File: src/rtl/gpio_irq_pkg.sv
package gpio_irq_pkg;
  localparam int OFS_OUT   = 'h00;
  localparam int OFS_DIR   = 'h04;
  localparam int OFS_BLINK = 'h08;
  localparam int OFS_POL   = 'h0C;
  localparam int OFS_DIN   = 'h10;
  localparam int OFS_CAUSE = 'h14;
  localparam int OFS_EMASK = 'h18;
  localparam int OFS_LMASK = 'h1C;

  typedef enum logic [3:0] {
    SEL_NONE,
    SEL_OUT,
    SEL_DIR,
    SEL_BLINK,
    SEL_POL,
    SEL_DIN,
    SEL_CAUSE,
    SEL_EMASK,
    SEL_LMASK
  } reg_sel_e;
endpackage

File: src/rtl/gpio_in_sync.sv
module gpio_in_sync #(
  parameter int N      = 32,
  parameter int STAGES = 2
) (
  input  logic         clk,
  input  logic         rst_n,
  input  logic [N-1:0] pin_in,
  input  logic [N-1:0] pol,
  output logic [N-1:0] corr,
  output logic [N-1:0] rise
);
  logic [N-1:0] raw;
  logic [N-1:0] prev_q;

  for (genvar i = 0; i < N; i++) begin : g_pin
    logic [STAGES-1:0] sh_q;
    always_ff @(posedge clk or negedge rst_n) begin
      if (!rst_n) sh_q <= '0;
      else        sh_q <= {sh_q[STAGES-2:0], pin_in[i]};
    end
    assign raw[i] = sh_q[STAGES-1];
  end

  assign corr = raw ^ pol;

  always_ff @(posedge clk or negedge rst_n) begin
    if (!rst_n) prev_q <= '0;
    else        prev_q <= corr;
  end

  assign rise = corr & ~prev_q;
endmodule

File: src/rtl/gpio_blink_gen.sv
module gpio_blink_gen #(
  parameter int W = 4
) (
  input  logic clk,
  input  logic rst_n,
  output logic wave
);
  logic [W-1:0] cnt_q;

  always_ff @(posedge clk or negedge rst_n) begin
    if (!rst_n) cnt_q <= '0;
    else        cnt_q <= cnt_q + 1'b1;
  end

  assign wave = cnt_q[W-1];
endmodule

File: src/rtl/gpio_reg_file.sv
module gpio_reg_file
  import gpio_irq_pkg::*;
#(
  parameter int N          = 32,
  parameter int ADDR_W     = 8,
  parameter int MASK_SHIFT = 0
) (
  input  logic              clk,
  input  logic              rst_n,
  input  logic              bus_valid,
  input  logic              bus_write,
  input  logic [ADDR_W-1:0] bus_addr,
  input  logic [N-1:0]      bus_wdata,
  output logic [N-1:0]      bus_rdata,
  output logic              bus_rvalid,
  input  logic [N-1:0]      din,
  input  logic [N-1:0]      rise,
  output logic [N-1:0]      out_q,
  output logic [N-1:0]      dir_q,
  output logic [N-1:0]      blink_q,
  output logic [N-1:0]      pol_q,
  output logic [N-1:0]      cause_q,
  output logic [N-1:0]      emask_q,
  output logic [N-1:0]      lmask_q
);
  localparam logic [ADDR_W-1:0] A_OUT   = ADDR_W'(OFS_OUT);
  localparam logic [ADDR_W-1:0] A_DIR   = ADDR_W'(OFS_DIR);
  localparam logic [ADDR_W-1:0] A_BLINK = ADDR_W'(OFS_BLINK);
  localparam logic [ADDR_W-1:0] A_POL   = ADDR_W'(OFS_POL);
  localparam logic [ADDR_W-1:0] A_DIN   = ADDR_W'(OFS_DIN);
  localparam logic [ADDR_W-1:0] A_CAUSE = ADDR_W'(OFS_CAUSE);
  localparam logic [ADDR_W-1:0] A_EMASK = ADDR_W'(OFS_EMASK + MASK_SHIFT);
  localparam logic [ADDR_W-1:0] A_LMASK = ADDR_W'(OFS_LMASK + MASK_SHIFT);

  reg_sel_e sel;
  logic     wr_en;
  logic     rd_en;
  logic [N-1:0] rd_mux;

  always_comb begin
    if      (bus_addr == A_OUT)   sel = SEL_OUT;
    else if (bus_addr == A_DIR)   sel = SEL_DIR;
    else if (bus_addr == A_BLINK) sel = SEL_BLINK;
    else if (bus_addr == A_POL)   sel = SEL_POL;
    else if (bus_addr == A_DIN)   sel = SEL_DIN;
    else if (bus_addr == A_CAUSE) sel = SEL_CAUSE;
    else if (bus_addr == A_EMASK) sel = SEL_EMASK;
    else if (bus_addr == A_LMASK) sel = SEL_LMASK;
    else                          sel = SEL_NONE;
  end

  assign wr_en = bus_valid &&  bus_write;
  assign rd_en = bus_valid && !bus_write;

  always_ff @(posedge clk or negedge rst_n) begin
    if (!rst_n) begin
      out_q   <= '0;
      dir_q   <= '1;
      blink_q <= '0;
      pol_q   <= '0;
      emask_q <= '0;
      lmask_q <= '0;
    end else if (wr_en) begin
      case (sel)
        SEL_OUT:   out_q   <= bus_wdata;
        SEL_DIR:   dir_q   <= bus_wdata;
        SEL_BLINK: blink_q <= bus_wdata;
        SEL_POL:   pol_q   <= bus_wdata;
        SEL_EMASK: emask_q <= bus_wdata;
        SEL_LMASK: lmask_q <= bus_wdata;
        default:   ;
      endcase
    end
  end

  // Clear-by-zero on write; a new edge in the same cycle re-sets the bit.
  always_ff @(posedge clk or negedge rst_n) begin
    if (!rst_n) begin
      cause_q <= '0;
    end else if (wr_en && sel == SEL_CAUSE) begin
      cause_q <= (cause_q & bus_wdata) | rise;
    end else begin
      cause_q <= cause_q | rise;
    end
  end

  always_comb begin
    case (sel)
      SEL_OUT:   rd_mux = out_q;
      SEL_DIR:   rd_mux = dir_q;
      SEL_BLINK: rd_mux = blink_q;
      SEL_POL:   rd_mux = pol_q;
      SEL_DIN:   rd_mux = din;
      SEL_CAUSE: rd_mux = cause_q;
      SEL_EMASK: rd_mux = emask_q;
      SEL_LMASK: rd_mux = lmask_q;
      default:   rd_mux = '0;
    endcase
  end

  always_ff @(posedge clk or negedge rst_n) begin
    if (!rst_n) begin
      bus_rvalid <= 1'b0;
      bus_rdata  <= '0;
    end else begin
      bus_rvalid <= rd_en;
      if (rd_en) bus_rdata <= rd_mux;
    end
  end
endmodule

File: src/rtl/gpio_irq_bank.sv
module gpio_irq_bank #(
  parameter int PIN_COUNT  = 32,
  parameter int ADDR_W     = 8,
  parameter int MASK_SHIFT = 0,
  parameter int BLINK_W    = 4,
  parameter int SYNC_STAGES = 2
) (
  input  logic                 clk,
  input  logic                 rst_n,
  input  logic                 bus_valid,
  input  logic                 bus_write,
  input  logic [ADDR_W-1:0]    bus_addr,
  input  logic [PIN_COUNT-1:0] bus_wdata,
  output logic [PIN_COUNT-1:0] bus_rdata,
  output logic                 bus_rvalid,
  input  logic [PIN_COUNT-1:0] pin_in,
  output logic [PIN_COUNT-1:0] pin_out,
  output logic [PIN_COUNT-1:0] pin_oe,
  output logic                 irq
);
  logic [PIN_COUNT-1:0] data_in_w;
  logic [PIN_COUNT-1:0] rise_w;
  logic [PIN_COUNT-1:0] out_w;
  logic [PIN_COUNT-1:0] dir_w;
  logic [PIN_COUNT-1:0] blink_w;
  logic [PIN_COUNT-1:0] pol_w;
  logic [PIN_COUNT-1:0] cause_w;
  logic [PIN_COUNT-1:0] emask_w;
  logic [PIN_COUNT-1:0] lmask_w;
  logic                 wave_w;
  logic                 irq_next;

  gpio_in_sync #(.N(PIN_COUNT), .STAGES(SYNC_STAGES)) u_sync (
    .clk    (clk),
    .rst_n  (rst_n),
    .pin_in (pin_in),
    .pol    (pol_w),
    .corr   (data_in_w),
    .rise   (rise_w)
  );

  gpio_blink_gen #(.W(BLINK_W)) u_blink (
    .clk   (clk),
    .rst_n (rst_n),
    .wave  (wave_w)
  );

  gpio_reg_file #(.N(PIN_COUNT), .ADDR_W(ADDR_W), .MASK_SHIFT(MASK_SHIFT)) u_regs (
    .clk        (clk),
    .rst_n      (rst_n),
    .bus_valid  (bus_valid),
    .bus_write  (bus_write),
    .bus_addr   (bus_addr),
    .bus_wdata  (bus_wdata),
    .bus_rdata  (bus_rdata),
    .bus_rvalid (bus_rvalid),
    .din        (data_in_w),
    .rise       (rise_w),
    .out_q      (out_w),
    .dir_q      (dir_w),
    .blink_q    (blink_w),
    .pol_q      (pol_w),
    .cause_q    (cause_w),
    .emask_q    (emask_w),
    .lmask_q    (lmask_w)
  );

  for (genvar i = 0; i < PIN_COUNT; i++) begin : g_drv
    assign pin_out[i] = blink_w[i] ? wave_w : out_w[i];
    assign pin_oe[i]  = ~dir_w[i];
  end

  assign irq_next = |((data_in_w & lmask_w) | (cause_w & emask_w));

  always_ff @(posedge clk or negedge rst_n) begin
    if (!rst_n) irq <= 1'b0;
    else        irq <= irq_next;
  end
endmodule

File: config.mk
export PLATFORM = sky130hd
export DESIGN_NAME = gpio_irq_bank
export DESIGN_NICKNAME = d
export VERILOG_FILES = /design/src/rtl/gpio_irq_pkg.sv /design/src/rtl/gpio_in_sync.sv /design/src/rtl/gpio_blink_gen.sv /design/src/rtl/gpio_reg_file.sv /design/src/rtl/gpio_irq_bank.sv
export SDC_FILE = /design/constraint.sdc
export NUM_CORES = 1
export LEC_CHECK = 0
export CAP_MARGIN = 20
export CORE_ASPECT_RATIO = 0.8
export CORE_UTILIZATION = 61
export CTS_CLUSTER_SIZE = 24
export DETAILED_ROUTE_END_ITERATION = 10
export DONT_BUFFER_PORTS = 1
export PLACE_DENSITY = 0.76
export SYNTH_ARGS = -nofsm -noshare
export SYNTH_HDL_FRONTEND = slang
export SYNTH_SLANG_ARGS = --single-unit
File: constraint.sdc
create_clock -name clk -period 4 [get_ports clk]
set_input_delay 0.8 -clock clk [delete_from_list [all_inputs] [get_ports clk]]
set_output_delay 0.8 -clock clk [all_outputs]
set_load 0.1 [all_outputs]
# [Word level (Yosys, flattened, before mapping)]
# Index checks and enable logic that the tools add are counted.
[word_totals] out_inout_bits=98 in_bits=76 elab_cells=155 register_bits=358
[op_classes] n_addsub=1 bitwise=41 reduce_logical=12 muxes=42 n_eq_ne=15
[op_table] operator="32-bit one-hot mux with 8 select lines" n=1
[op_table] operator="32-bit AND" n=4
[op_table] operator="32-bit OR" n=3
[op_table] operator="8-bit by 5-bit == test with 1-bit output, second input constant" n=4
[op_table] operator="1-bit 2-to-1 mux" n=32
[op_table] operator="32-bit 2-to-1 mux" n=1
[op_table] operator="4-bit 2-to-1 mux" n=8
[op_table] operator="1-bit inverter" n=32
[op_table] operator="32-bit inverter" n=1
[op_table] operator="32-bit OR reduction" n=1
[op_table] operator="32-bit bitwise XOR" n=1
[op_table] operator="4-bit by 3-bit == test with 1-bit output, second input constant" n=4
[op_table] operator="8-bit by 4-bit == test with 1-bit output, second input constant" n=2
[op_table] operator="2-bit AND reduction" n=6
[op_table] operator="4-bit by 2-bit == test with 1-bit output, second input constant" n=2
[op_table] operator="8-bit by 3-bit == test with 1-bit output, second input constant" n=1
[op_table] operator="8-bit zero test" n=1
[op_table] operator="4-bit by 1-bit adder with 4-bit output, second input constant" n=1
[op_table] operator="4-bit by 1-bit == test with 1-bit output, second input constant" n=1
[op_table] operator="4-bit == test, second input constant" n=1
[op_table] operator="1-bit logical AND" n=3
[op_table] operator="1-bit zero test" n=1

# [Logic depth before layout (Yosys ltp)]
# Gate-level depths: netlist of the first run.
[logic_depth] word_depth=12 depth_mapped=8 ltp_nobuf=5

# [By module]
# Synthesis of the first run repeated with hierarchy kept, for this count alone.
[unflattened] cells_unflattened=1210 area_unflattened_um2=15945.3
[by_module_without_submodules] mod="gpio_reg_file" cells_each=936 area_per_inst_um2=11964.0 n_inst=1 seq_area_each_um2=6471.2
[by_module_without_submodules] mod="gpio_in_sync" cells_each=160 area_per_inst_um2=2962.8 n_inst=1 seq_area_each_um2=2402.3
[by_module_without_submodules] mod="gpio_irq_bank" cells_each=105 area_per_inst_um2=879.6 n_inst=1 seq_area_each_um2=25.0
[by_module_without_submodules] mod="gpio_blink_gen" cells_each=9 area_per_inst_um2=138.9 n_inst=1 seq_area_each_um2=100.1

# [Least setup slack after synthesis of the first run]
# No wires, ideal clock.
[synth_timing] kind="input to register" start="input bus_addr[2]" end="register u_regs.out_q[10]" n_path_buf=3 t_arrival_ns=2.239 stages=6 required_time_ns=3.875 setup_time_ns=0.125 path_slack_ns=1.636 cell_sequence="buf_4 > nor4_1 > nor2b_1 > clkbuf_1 > buf_2 > mux2_2"
[synth_between] elab_chain_cells=11 elab_cells_between_ends=18 cone_classes="eq/ne (8); mux (8); reduce/logical (2)"
[synth_rtl] element="start: declaration" line_no="gpio_irq_bank.sv:12" source="input logic [ADDR_W-1:0] bus_addr,"
[synth_rtl] element="8-bit by 5-bit == test with 1-bit output" line_no="gpio_reg_file.sv:48" source="else if (bus_addr == A_LMASK) sel = SEL_LMASK;"
[synth_rtl] element="4-bit 2-to-1 mux" line_no="gpio_reg_file.sv:48"
[synth_rtl] element="4-bit 2-to-1 mux" line_no="gpio_reg_file.sv:47" source="else if (bus_addr == A_EMASK) sel = SEL_EMASK;"
[synth_rtl] element="4-bit 2-to-1 mux" line_no="gpio_reg_file.sv:46" source="else if (bus_addr == A_CAUSE) sel = SEL_CAUSE;"
[synth_rtl] element="4-bit 2-to-1 mux" line_no="gpio_reg_file.sv:45" source="else if (bus_addr == A_DIN) sel = SEL_DIN;"
[synth_rtl] element="4-bit 2-to-1 mux" line_no="gpio_reg_file.sv:44" source="else if (bus_addr == A_POL) sel = SEL_POL;"
[synth_rtl] element="4-bit 2-to-1 mux" line_no="gpio_reg_file.sv:43" source="else if (bus_addr == A_BLINK) sel = SEL_BLINK;"
[synth_rtl] element="4-bit 2-to-1 mux" line_no="gpio_reg_file.sv:42" source="else if (bus_addr == A_DIR) sel = SEL_DIR;"
[synth_rtl] element="4-bit 2-to-1 mux (*)" line_no="gpio_reg_file.sv:41" source="if (bus_addr == A_OUT) sel = SEL_OUT;"
[synth_rtl] element="4-bit by 1-bit == test with 1-bit output (*)" line_no="gpio_reg_file.sv:64" source="case (sel)"
[synth_rtl] element="2-bit AND reduction (no source line) (*)"
[synth_rtl] element="end signal: assignment" line_no="gpio_reg_file.sv:65" source="SEL_OUT: out_q <= bus_wdata;"
[synth_rtl] element="end: declaration" line_no="gpio_reg_file.sv:18" source="output logic [N-1:0] out_q,"
# Mark *: on every way between the ends. The rest lies on a longest branch, timed or not.
# A chain may end at the register's enable or synchronous reset.

# [Worst setup path after layout of the first run]
[layout_timing] start="register u_blink.cnt_q[3]" end="output pin_out[31]"
[layout_between] elab_chain_cells=1
[layout_rtl] element="start: declaration" line_no="gpio_blink_gen.sv:8" source="logic [W-1:0] cnt_q;"
[layout_rtl] element="start signal: assignment" line_no="gpio_blink_gen.sv:12" source="else cnt_q <= cnt_q + 1'b1;"
[layout_rtl] element="1-bit 2-to-1 mux" line_no="gpio_irq_bank.sv:69" source="assign pin_out[i] = blink_w[i] ? wave_w : out_w[i];"
[layout_rtl] element="end: declaration" line_no="gpio_irq_bank.sv:17" source="output logic [PIN_COUNT-1:0] pin_out,"
# Every way passes these cells.

==> results.py, run 1 <==
metrics = {
    "status": {
        "status": "finished, final reports clean",
    },
    "grt": {
        "grt_max_degree": 359,
        "grt_first_pass_wirelength_um": 60400,
        "grt_pass1_vias": 9982,
        "grt_usage": 0.316,
        "antenna_found_initial": 0,
        "gr-total-overflow": 0,
    },
    "logic_synthesis": {
        "avgSynthCellArea_um2": 13.7,
        "async_flop_share": 1.00,
        "syn-num-nets": 1189,
        "synthDistinctLibCells": 46,
        "synth-seq-cells": 358,
        "netlist_area_um2": 15300,
        "seq_area_frac_synth": 0.589,
        "synth_flop_cell": "dfrtp_1",
        "ys_top_cells_by_area": "dfrtp_1 53%, mux2_2 17%, dfstp_2 5.5%",
        "netlist.area_leader.share": 0.534,
        "synth_area_leader_cell": "dfrtp_1",
        "synth_edf_count": 0,
        "yosys_warnings": 0,
        "synthCells": 1112,
    },
    "clock_tree": {
        "cts_tree": "yes",
        "cts_resized": 0,
        "path_clk_slew_ns": 0.06,
        "cts_made_buffers": 36,
        "root_buffer": "clkbuf_16",
        "htreeDepth": 2,
        "clk-insertion-delay-late_ns": 0.52,
        "postCtsSetupBuffers": 0,
        "clk_path_buf_depth": 3,
        "clkSinkCount": 358,
    },
    "setup_path": {
        "crit_family": "multiplexers",
        "critPathCaptureType": "output pin",
        "reg2regPathDepth": 5,
        "cp_num_buf_inv": 1,
        "reg2reg_to": "irq",
        "regToRegSetupSlack_ns": 1.38,
        "cp-start-kind": "flop",
        "worstPathArrival_ns": 2.14,
        "required_ns": 3.20,
        "crit_slowest_cell": "mux2_2",
        "crit_type": "reg -> out",
        "crit_fanout": 23,
        "r2r-start": "u_regs.cause_q[25]",
        "cp_cell_sequence": "buf_4, mux2_2",
        "cpPeakStageDelay_ns": 0.60,
    },
    "sta": {
        "tightestPinTransition_ns": 1.04,
        "fin_crit_sh": 0.734,
        "min_period_ns": 2.94,
        "slew-limit-headroom": 0.307,
        "hold_violations": 0,
        "fin_tns_setup_ns": 0,
        "rsz0062_at_grt": "no",
        "skew_ns": 0.00999,
        "setup_viol": 0,
        "clock.fmax_ghz": 0.341,
        "drv_slew": 0,
    },
    "layout": {
        "fillers": 1733,
        "syn2layout_area_growth_pct": 10.2,
        "stdcell_area_um2": 16800,
        "layout-drive-gt1-share": 0.337,
        "final_nets": 1182,
        "antennaDiodeCount": 0,
    },
    "power": {
        "comb_power_share": 0.053,
        "p_clk_frac": 0.444,
        "power_leakage_nw": 7.62,
        "seqPwrFrac": 0.503,
        "swShare": 0.234,
        "ir_drop_uv": 366,
        "p_switching_mw": 1.79,
        "p_int_mw": 5.85,
        "cellPowerDensity_nw_per_um2": 454,
    },
    "routing": {
        "wl_met3_um": 4190,
        "remaining_drc_errors": 0,
        "dr_total_vias": 9719,
        "finalWirelength_um": 39400,
        "avgViaCountPerCell": 6.70,
        "met1Wirelength_um": 16500,
        "met2_length_um": 17500,
        "wl_per_cell_um": 27.2,
        "routed.top_layer": "met4",
        "first_pass_iters": 7,
        "ant_nets": 0,
        "drtIter0Drc": 1071,
    },
    "placement": {
        "hpwlAfterDp_um": 24700,
        "io_buffers": 0,
        "dpl_cell_area_um2": 15600,
        "gp_congestion": 0.871,
    },
    "die": {
        "io_pins": 174,
        "coreArea_um2": 24400,
        "initial_core_util": 0.626,
        "die_y_um": 144,
        "core.rowCount": 51,
        "dieArea_um2": 25700,
        "die_w_um": 179,
    },
    "hold_path": {
        "min_path_type": "in -> async",
    },
    "flow_run": {
        "drv_cap": 0,
    },
}
## Yosys cell counts, drive strengths merged (2+ instances only)
| cell | n |
|---|---|
| or4 | 2 |
| xor2 | 33 |
| nor2 | 6 |
| a22o | 8 |
| nand3 | 8 |
| mux2 | 256 |
| nand2 | 34 |
| a221oi | 8 |
| nor3 | 3 |
| dfstp | 32 |
| inv | 66 |
| buf | 32 |
| clkbuf | 38 |
| dfrtp | 326 |
| a22oi | 47 |
| nand4 | 6 |
| o221ai | 31 |
| a222oi | 31 |
| o21ai | 65 |
| mux2i | 32 |
| o2bb2ai | 31 |
## layout make-up
class / instances / area (um2) / share of cell area
Timing Repair Buffer: 25 / 245 / 0.0146
Inverter: 66 / 248 / 0.0147
Sequential cell: 358 / 9000 / 0.534
Tap cell: 318 / 398 / 0.0236
Clock buffer: 54 / 1070 / 0.0635
Clock inverter: 11 / 134 / 0.00795
Multi-Input combinational cell: 618 / 5750 / 0.341
## layer usage
metal	track usage	vias to the layer above
met3	0.0817	79
met5	0	-
met1	0.453	4985
li1	-	4105
met4	0.112	0
met2	0.467	550
## kinds of logic (layout without fill, tap and decap cells)
kind of cell	Yosys count	count (layout)	share of synthesized area
DFF	358	358	0.589
muxes	288	288	0.217
AOI/OAI and AO/OA	224	224	0.111
buffers and inverters	136	156	0.0383
and+or+nand+nor	71	71	0.0251
xor gates and xnor gates	34	34	0.0195
adders and majority gates	1	1	0.000818
## worst max-delay path by stage
stage	start	end	slack, ns	cells after the start
floorplan	bus_addr[2]	u_regs.out_q[10]	1.64	6
CTS	u_blink.cnt_q[3]	pin_out[31]	1.04	2
global route	u_blink.cnt_q[3]	pin_out[31]	1.01	2
finish	u_blink.cnt_q[3]	pin_out[31]	1.06	2
detailed placement	bus_addr[7]	u_regs.dir_q[7]	1.00	5
global placement	bus_addr[7]	u_regs.dir_q[24]	1.02	5
## per-stage QoR
step,utilization,setup WS (ns),total power [mW],hold slack (ns),instances
final,0.689,1.06,7.64,0.0353,1450
after global routing,0.689,1.01,7.89,-0.0221,1450
after CTS,0.688,1.04,7.67,-0.0224,1449
after detailed placement,0.639,1.00,4.28,0.336,1384
after global placement,0.639,1.02,4.27,0.334,1384
after floorplan,-,1.64,4.21,0.331,1112
## layout by cell type, fill, tap and decap left out, drive strengths merged, types with 5 or more instances in the layout
cell | synthesis | routed
inv | 66 | 69
buf | 32 | 25
nor2 | 6 | 6
nand4 | 6 | 6
nand2 | 34 | 34
a221oi | 8 | 8
clkinv | 0 | 5
a22oi | 47 | 47
o21ai | 65 | 65
o2bb2ai | 31 | 31
a222oi | 31 | 31
o221ai | 31 | 31
mux2 | 256 | 256
a22o | 8 | 8
mux2i | 32 | 32
xor2 | 33 | 33
clkbuf | 38 | 54
dfrtp | 326 | 326
nand3 | 8 | 8
dfstp | 32 | 32
## flip-flops by register name (all words and copies together) (netlist names)
signal and flops:
irq 1, u_blink.cnt_q 4, u_regs.blink_q 32, u_regs.bus_rdata 32, u_regs.bus_rvalid 1, u_regs.cause_q 32
u_regs.dir_q 32, u_regs.emask_q 32, u_regs.lmask_q 32, u_regs.out_q 32, u_regs.pol_q 32, u_sync.g_pin.sh_q 64
u_sync.prev_q 32
## power by group through the flow
stage	logic, mW	registers (mW)	clock network, mW
finish	0.404	3.84	3.40
global route	0.425	3.85	3.61
CTS	0.374	3.84	3.46
detailed placement	0.372	3.91	0
global placement	0.367	3.90	0
floorplan	0.326	3.88	0
(Power assumes the default switching activity.)
==> run 2: changes to the inputs <==
Settings changed: ABC_AREA set to 1, CORE_UTILIZATION 61 to 57, PLACE_DENSITY 0.76 to 0.74.
Clock period 4 ns to 2.4 ns, I/O delays scaled along.
==> results.py, run 2 <==
metrics = {
    "power": {
        "comb_power_share": 0.068,
        "p_switching_mw": 3.09,
        "finalPower_mw": 13.1,
        "cellPowerDensity_nw_per_um2": 705,
        "seqPwrFrac": 0.484,
        "ir_drop_uv": 486,
        "p_clk_frac": 0.448,
        "power_leakage_nw": 9.21,
        "p_int_mw": 10.0,
        "swShare": 0.235,
    },
    "layout": {
        "antennaDiodeCount": 0,
        "top_register": "u_sync.g_pin.sh_q",
        "largest_reg_flops": 64,
        "final_cell_mix": "537 x nand2_1, 326 x dfrtp_1, 190 x o21ai_1",
        "syn2layout_area_growth_pct": 19.9,
        "final_common_cell": "nand2_1",
        "final_nets": 2000,
        "final_cells": 2309,
        "layout-drive-gt1-share": 0.144,
    },
    "clock_tree": {
        "htreeDepth": 2,
        "postCtsSetupBuffers": 0,
        "cts_made_buffers": 37,
        "clk_path_buf_depth": 3,
        "cts_resized": 0,
        "hold_buffers": 32,
        "root_buffer": "clkbuf_16",
        "clk-insertion-delay-late_ns": 0.52,
        "cts_tree": "yes",
        "clkSinkCount": 358,
        "path_clk_slew_ns": 0.06,
    },
    "die": {
        "dieArea_um2": 27900,
        "die_y_um": 150,
        "core.rowCount": 53,
        "die_w_um": 187,
        "coreArea_um2": 26500,
        "io_pins": 174,
        "initial_core_util": 0.585,
    },
    "sta": {
        "fin_crit_sh": 0.897,
        "setup_viol": 0,
        "rsz0062_at_grt": "no",
        "slew-limit-headroom": 0.366,
        "drv_slew": 0,
        "skew_ns": 0.0120,
        "tightestPinTransition_ns": 0.950,
        "fin_tns_setup_ns": 0,
        "hold_violations": 338,
        "min_period_ns": 2.15,
        "final_critical_path_setup_slack_ns": 0.248,
        "clock.fmax_ghz": 0.465,
        "whs_ns": -0.331,
    },
    "placement": {
        "hpwlAfterDp_um": 27700,
        "dp_cells": 2209,
        "dp_slack_ns": 0.387,
        "io_buffers": 0,
        "gp_congestion": 0.867,
    },
    "setup_path": {
        "critPathLaunch": "u_blink.cnt_q[3]",
        "cp-start-kind": "flop",
        "regToRegSetupSlack_ns": 0.78,
        "critPathCaptureType": "output pin",
        "reg2regPathDepth": 9,
        "required_ns": 1.92,
        "crit_type": "reg -> out",
        "crit_fanout": 17,
        "worstPathArrival_ns": 1.67,
        "reg2reg_to": "irq",
        "r2r-start": "u_sync.g_pin[12].sh_q[1]",
    },
    "routing": {
        "drtIter0Drc": 1251,
        "wl_per_cell_um": 18.9,
        "finalWirelength_um": 43600,
        "ant_nets": 0,
        "first_pass_iters": 7,
        "dr_total_vias": 12900,
        "remaining_drc_errors": 0,
        "avgViaCountPerCell": 5.58,
    },
    "logic_synthesis": {
        "synth_compound_gate_area_share": 0.0925,
        "synth_edf_count": 0,
        "avgSynthCellArea_um2": 8.59,
        "netlist_area_um2": 15500,
        "synth_flop_cell": "dfrtp_1",
        "synth-seq-cells": 358,
        "synthXorXnorAreaFrac": 0.0124,
        "seq_area_frac_synth": 0.580,
        "synth_mux_area_frac": 0.0232,
        "netlist.area_leader.share": 0.525,
        "synth_top_family_by_area": "simple AND/OR/NAND/NOR gates",
        "ys_top_cells_by_area": "dfrtp_1 53%, nand2_1 13%, o21ai_1 6.1%",
        "synthDistinctLibCells": 27,
        "syn-num-nets": 1884,
        "synthTopCellsByCount": "538 x nand2_1, 326 x dfrtp_1, 190 x o21ai_1",
        "yosys_warnings": 0,
        "synth_area_leader_cell": "dfrtp_1",
        "synthCells": 1807,
        "synth.most_common_cell": "nand2_1",
        "synthSimpleGateAreaFrac": 0.224,
        "synth_fa_ha_area_frac": 0.000806,
        "async_flop_share": 1.00,
    },
    "grt": {
        "grt_max_degree": 359,
        "gr-total-overflow": 0,
        "grt_pass1_vias": 12300,
        "antenna_found_initial": 0,
        "grt_usage": 0.318,
        "grt_first_pass_wirelength_um": 68500,
    },
    "status": {
        "failed_checks": "hold timing",
        "status": "finished with violations",
    },
    "hold_path": {
        "min_path_type": "in -> async",
    },
    "flow_run": {
        "drv_cap": 0,
    },
}
[run 2: cell types whose count changed in the layout (fill, tap and decap cells not counted), moves of 47 or more]
cell,change
inv_1,+103
mux2_2,-193
a22oi_1,-47
buf_4,+69
nor2_1,+145
nand2_1,+503
o21ai_1,+185
nand3_1,+126
[run 2: how the worst max path moves through the flow]
stage / cells past startpoint / slack [ns] / to
finish: 3 / 0.25 / pin_out[26]
CTS: 3 / 0.25 / pin_out[26]
detailed placement: 10 / 0.39 / u_regs.bus_rdata[19]
global route: 3 / 0.23 / pin_out[26]
global placement: 10 / 0.42 / u_regs.bus_rdata[28]
floorplan: 2 / 0.76 / pin_out[10]
[run 2: per-layer routing]
metal / GRT usage / share of wire / vias to the layer above
met1: 0.449 / 0.42 / 6175
met2: 0.491 / 0.45 / 649
met5: 0 / 0 / -
met4: 0.107 / 0.028 / 0
li1: - / - / 5962
met3: 0.0722 / 0.10 / 87
[run 2: area by class of cell]
cell class / count / area, um2
clock buffer: 63 / 1220
clock inverter: 5 / 53.8
fill: 2043 / 7910
inverter: 172 / 646
multi-input combinational: 1194 / 5500
sequential: 358 / 9000
tap: 357 / 447
timing repair buffer: 160 / 1760
[run 2: worst max-delay path, stage by stage, from the launching register on]
cell	delay (ns)
dfrtp_1	0.38
buf_4	0.23
mux2_2	0.36
buf_12	0.18
[run 2: power groups by stage]
stage,Sequential [mW],Clock [mW],Combinational [mW]
after detailed placement,6.45,0,0.845
after global placement,6.44,0,0.831
final,6.35,5.88,0.898
after CTS,6.35,5.94,0.891
after floorplan,6.50,0,0.517
after global routing,6.36,6.16,0.952
[run 2: cell families (layout without fill, tap and decap cells)]
logic type,after synthesis,after routing
multiplexers,32,32
AND/OR/NAND/NOR,852,852
adder cells (fa/ha/maj),1,1
buffers and inverters,255,400
XOR/XNOR,22,22
flip-flops,358,358
AO/OA/AOI/OAI,287,287
[run 2: per-stage QoR]
stage / cell area (um2) / hold WS, ns / util
after floorplan: 15500 / 0.184 / -
after detailed placement: 17000 / 0.206 / 0.642
after CTS: 18600 / -0.350 / 0.702
after global routing: 18600 / -0.354 / 0.702
final: 18600 / -0.331 / 0.702
after global placement: 17000 / 0.206 / 0.642
==> run 3: changes to the inputs <==
--- a/config.mk
+++ b/config.mk
@@ -9,3 +9,3 @@
 export CAP_MARGIN = 20
-export CORE_ASPECT_RATIO = 0.8
+export CORE_ASPECT_RATIO = 1.25
 export CORE_UTILIZATION = 57
@@ -14,2 +14,3 @@
 export DONT_BUFFER_PORTS = 1
+export HOLD_SLACK_MARGIN = 0.06
 export PLACE_DENSITY = 0.74
--- a/constraint.sdc
+++ b/constraint.sdc
@@ -3,2 +3,2 @@
 set_output_delay 0.48 -clock clk [all_outputs]
-set_load 0.1 [all_outputs]
+set_load 0.05 [all_outputs]
==> results.py, run 3 (synthesis results as in run 2) <==
metrics = {
    "hold_path": {
        "min_path_type": "in -> async",
    },
    "setup_path": {
        "critPathCaptureType": "output pin",
        "reg2regPathDepth": 9,
        "worstPathArrival_ns": 1.65,
        "r2r-start": "u_regs.pol_q[23]",
        "regToRegSetupSlack_ns": 0.73,
        "critPathLaunch": "u_blink.cnt_q[3]",
        "required_ns": 1.92,
        "reg2reg_to": "irq",
        "crit_type": "reg -> out",
        "cp-start-kind": "flop",
        "crit_fanout": 22,
    },
    "power": {
        "seqPwrFrac": 0.492,
        "p_int_mw": 10.1,
        "ir_drop_uv": 585,
        "comb_power_share": 0.045,
        "power_leakage_nw": 8.64,
        "p_switching_mw": 2.93,
        "p_clk_frac": 0.463,
        "finalPower_mw": 13.0,
        "swShare": 0.225,
        "cellPowerDensity_nw_per_um2": 743,
    },
    "sta": {
        "slew-limit-headroom": 0.599,
        "rsz0062_at_grt": "no",
        "setup_viol": 0,
        "skew_ns": 0.0128,
        "clock.fmax_ghz": 0.470,
        "whs_ns": -0.345,
        "fin_tns_setup_ns": 0,
        "tightestPinTransition_ns": 0.602,
        "fin_crit_sh": 0.887,
        "hold_violations": 343,
        "drv_slew": 0,
        "min_period_ns": 2.13,
    },
    "layout": {
        "largest_reg_flops": 64,
        "final_common_cell": "nand2_1",
        "fillers": 2200,
        "syn2layout_area_growth_pct": 12.5,
        "antennaDiodeCount": 0,
        "stdcell_area_um2": 17500,
        "final_cells": 2203,
        "top_register": "u_sync.g_pin.sh_q",
        "final_nets": 1907,
        "final_cell_mix": "537 x nand2_1, 326 x dfrtp_1, 190 x o21ai_1",
        "layout-drive-gt1-share": 0.103,
    },
    "grt": {
        "grt_util_met2": 0.501,
        "grt_usage": 0.313,
        "gr-total-overflow": 0,
        "grtUsageMet3": 0.0667,
        "antenna_found_initial": 0,
        "top_usage_layer": "met2",
        "grtUsageMet1": 0.420,
        "grt_pass1_vias": 12000,
        "grt_first_pass_wirelength_um": 66600,
        "grt_max_degree": 359,
    },
    "routing": {
        "remaining_drc_errors": 0,
        "dr_total_vias": 12200,
        "first_pass_iters": 5,
        "avgViaCountPerCell": 5.55,
        "drtIter0Drc": 1010,
        "wl_per_cell_um": 19.1,
        "ant_nets": 0,
        "finalWirelength_um": 42000,
    },
    "status": {
        "status": "finished with violations",
        "failed_checks": "hold timing",
    },
    "die": {
        "io_pins": 174,
        "core.rowCount": 67,
        "die_w_um": 150,
        "die_y_um": 187,
        "dieArea_um2": 27900,
        "coreArea_um2": 26800,
        "initial_core_util": 0.579,
    },
    "placement": {
        "hpwlAfterDp_um": 26900,
        "dp_cells": 2104,
        "io_buffers": 0,
        "dpl_cell_area_um2": 15900,
        "gp_congestion": 0.888,
    },
    "flow_run": {
        "drv_cap": 0,
    },
    "clock_tree": {
        "path_clk_slew_ns": 0.06,
        "clk-insertion-delay-late_ns": 0.53,
        "root_buffer": "clkbuf_16",
        "postCtsSetupBuffers": 0,
        "cts_tree": "yes",
        "hold_buffers": 32,
        "clk_path_buf_depth": 3,
        "clkSinkCount": 358,
        "cts_resized": 0,
        "cts_made_buffers": 37,
        "htreeDepth": 2,
    },
}
[run 3: worst max-delay path by stage]
stage	to	slack [ns]	depth (start not counted)
after CTS	pin_out[9]	0.26	2
final	pin_out[9]	0.27	2
after floorplan	u_regs.cause_q[3]	0.86	8
after detailed placement	u_regs.out_q[21]	0.41	8
after global placement	u_regs.out_q[23]	0.46	8
after global routing	pin_out[2]	0.26	2
[run 3: area by class of cell]
type / count / area, um2 / share of cell area
tap: 345 / 432 / 0.0247
clock inverter: 15 / 189 / 0.0108
sequential: 358 / 9000 / 0.515
timing repair buffer: 67 / 596 / 0.0341
inverter: 172 / 646 / 0.0370
multi-input combinational: 1194 / 5500 / 0.315
clock buffer: 52 / 1100 / 0.0633
[run 3: power by group through the flow]
stage          sequential (mW)  combinational, mW  clock (mW)
2_1_floorplan             6.46              0.404           0
3_3_place_gp              6.48              0.523           0
3_5_place_dp              6.49              0.532           0
4_1_cts                   6.39              0.577        6.10
5_1_grt                   6.40              0.630        6.35
6_report                  6.39              0.581        6.01
[run 3: metal layers]
metal / part of all wire / wire, um / vias up
met5: 0 / 0 / -
met4: 0.031 / 1300 / 0
met3: 0.084 / 3530 / 79
met2: 0.48 / 20400 / 489
met1: 0.40 / 16800 / 5889
li1: - / - / 5776
[run 3: metrics by stage]
step / util / hold WS, ns / worst slack [ns]
6_report: 0.651 / -0.345 / 0.271
5_1_grt: 0.651 / -0.355 / 0.257
3_5_place_dp: 0.591 / 0.199 / 0.414
4_1_cts: 0.651 / -0.360 / 0.256
3_3_place_gp: 0.591 / 0.200 / 0.455
2_1_floorplan: - / 0.184 / 0.856
[run 3: worst max-delay path, stage by stage, from the launching register on]
cell,delay [ns]
dfrtp_1,0.34
buf_4,0.33
mux2_2,0.43
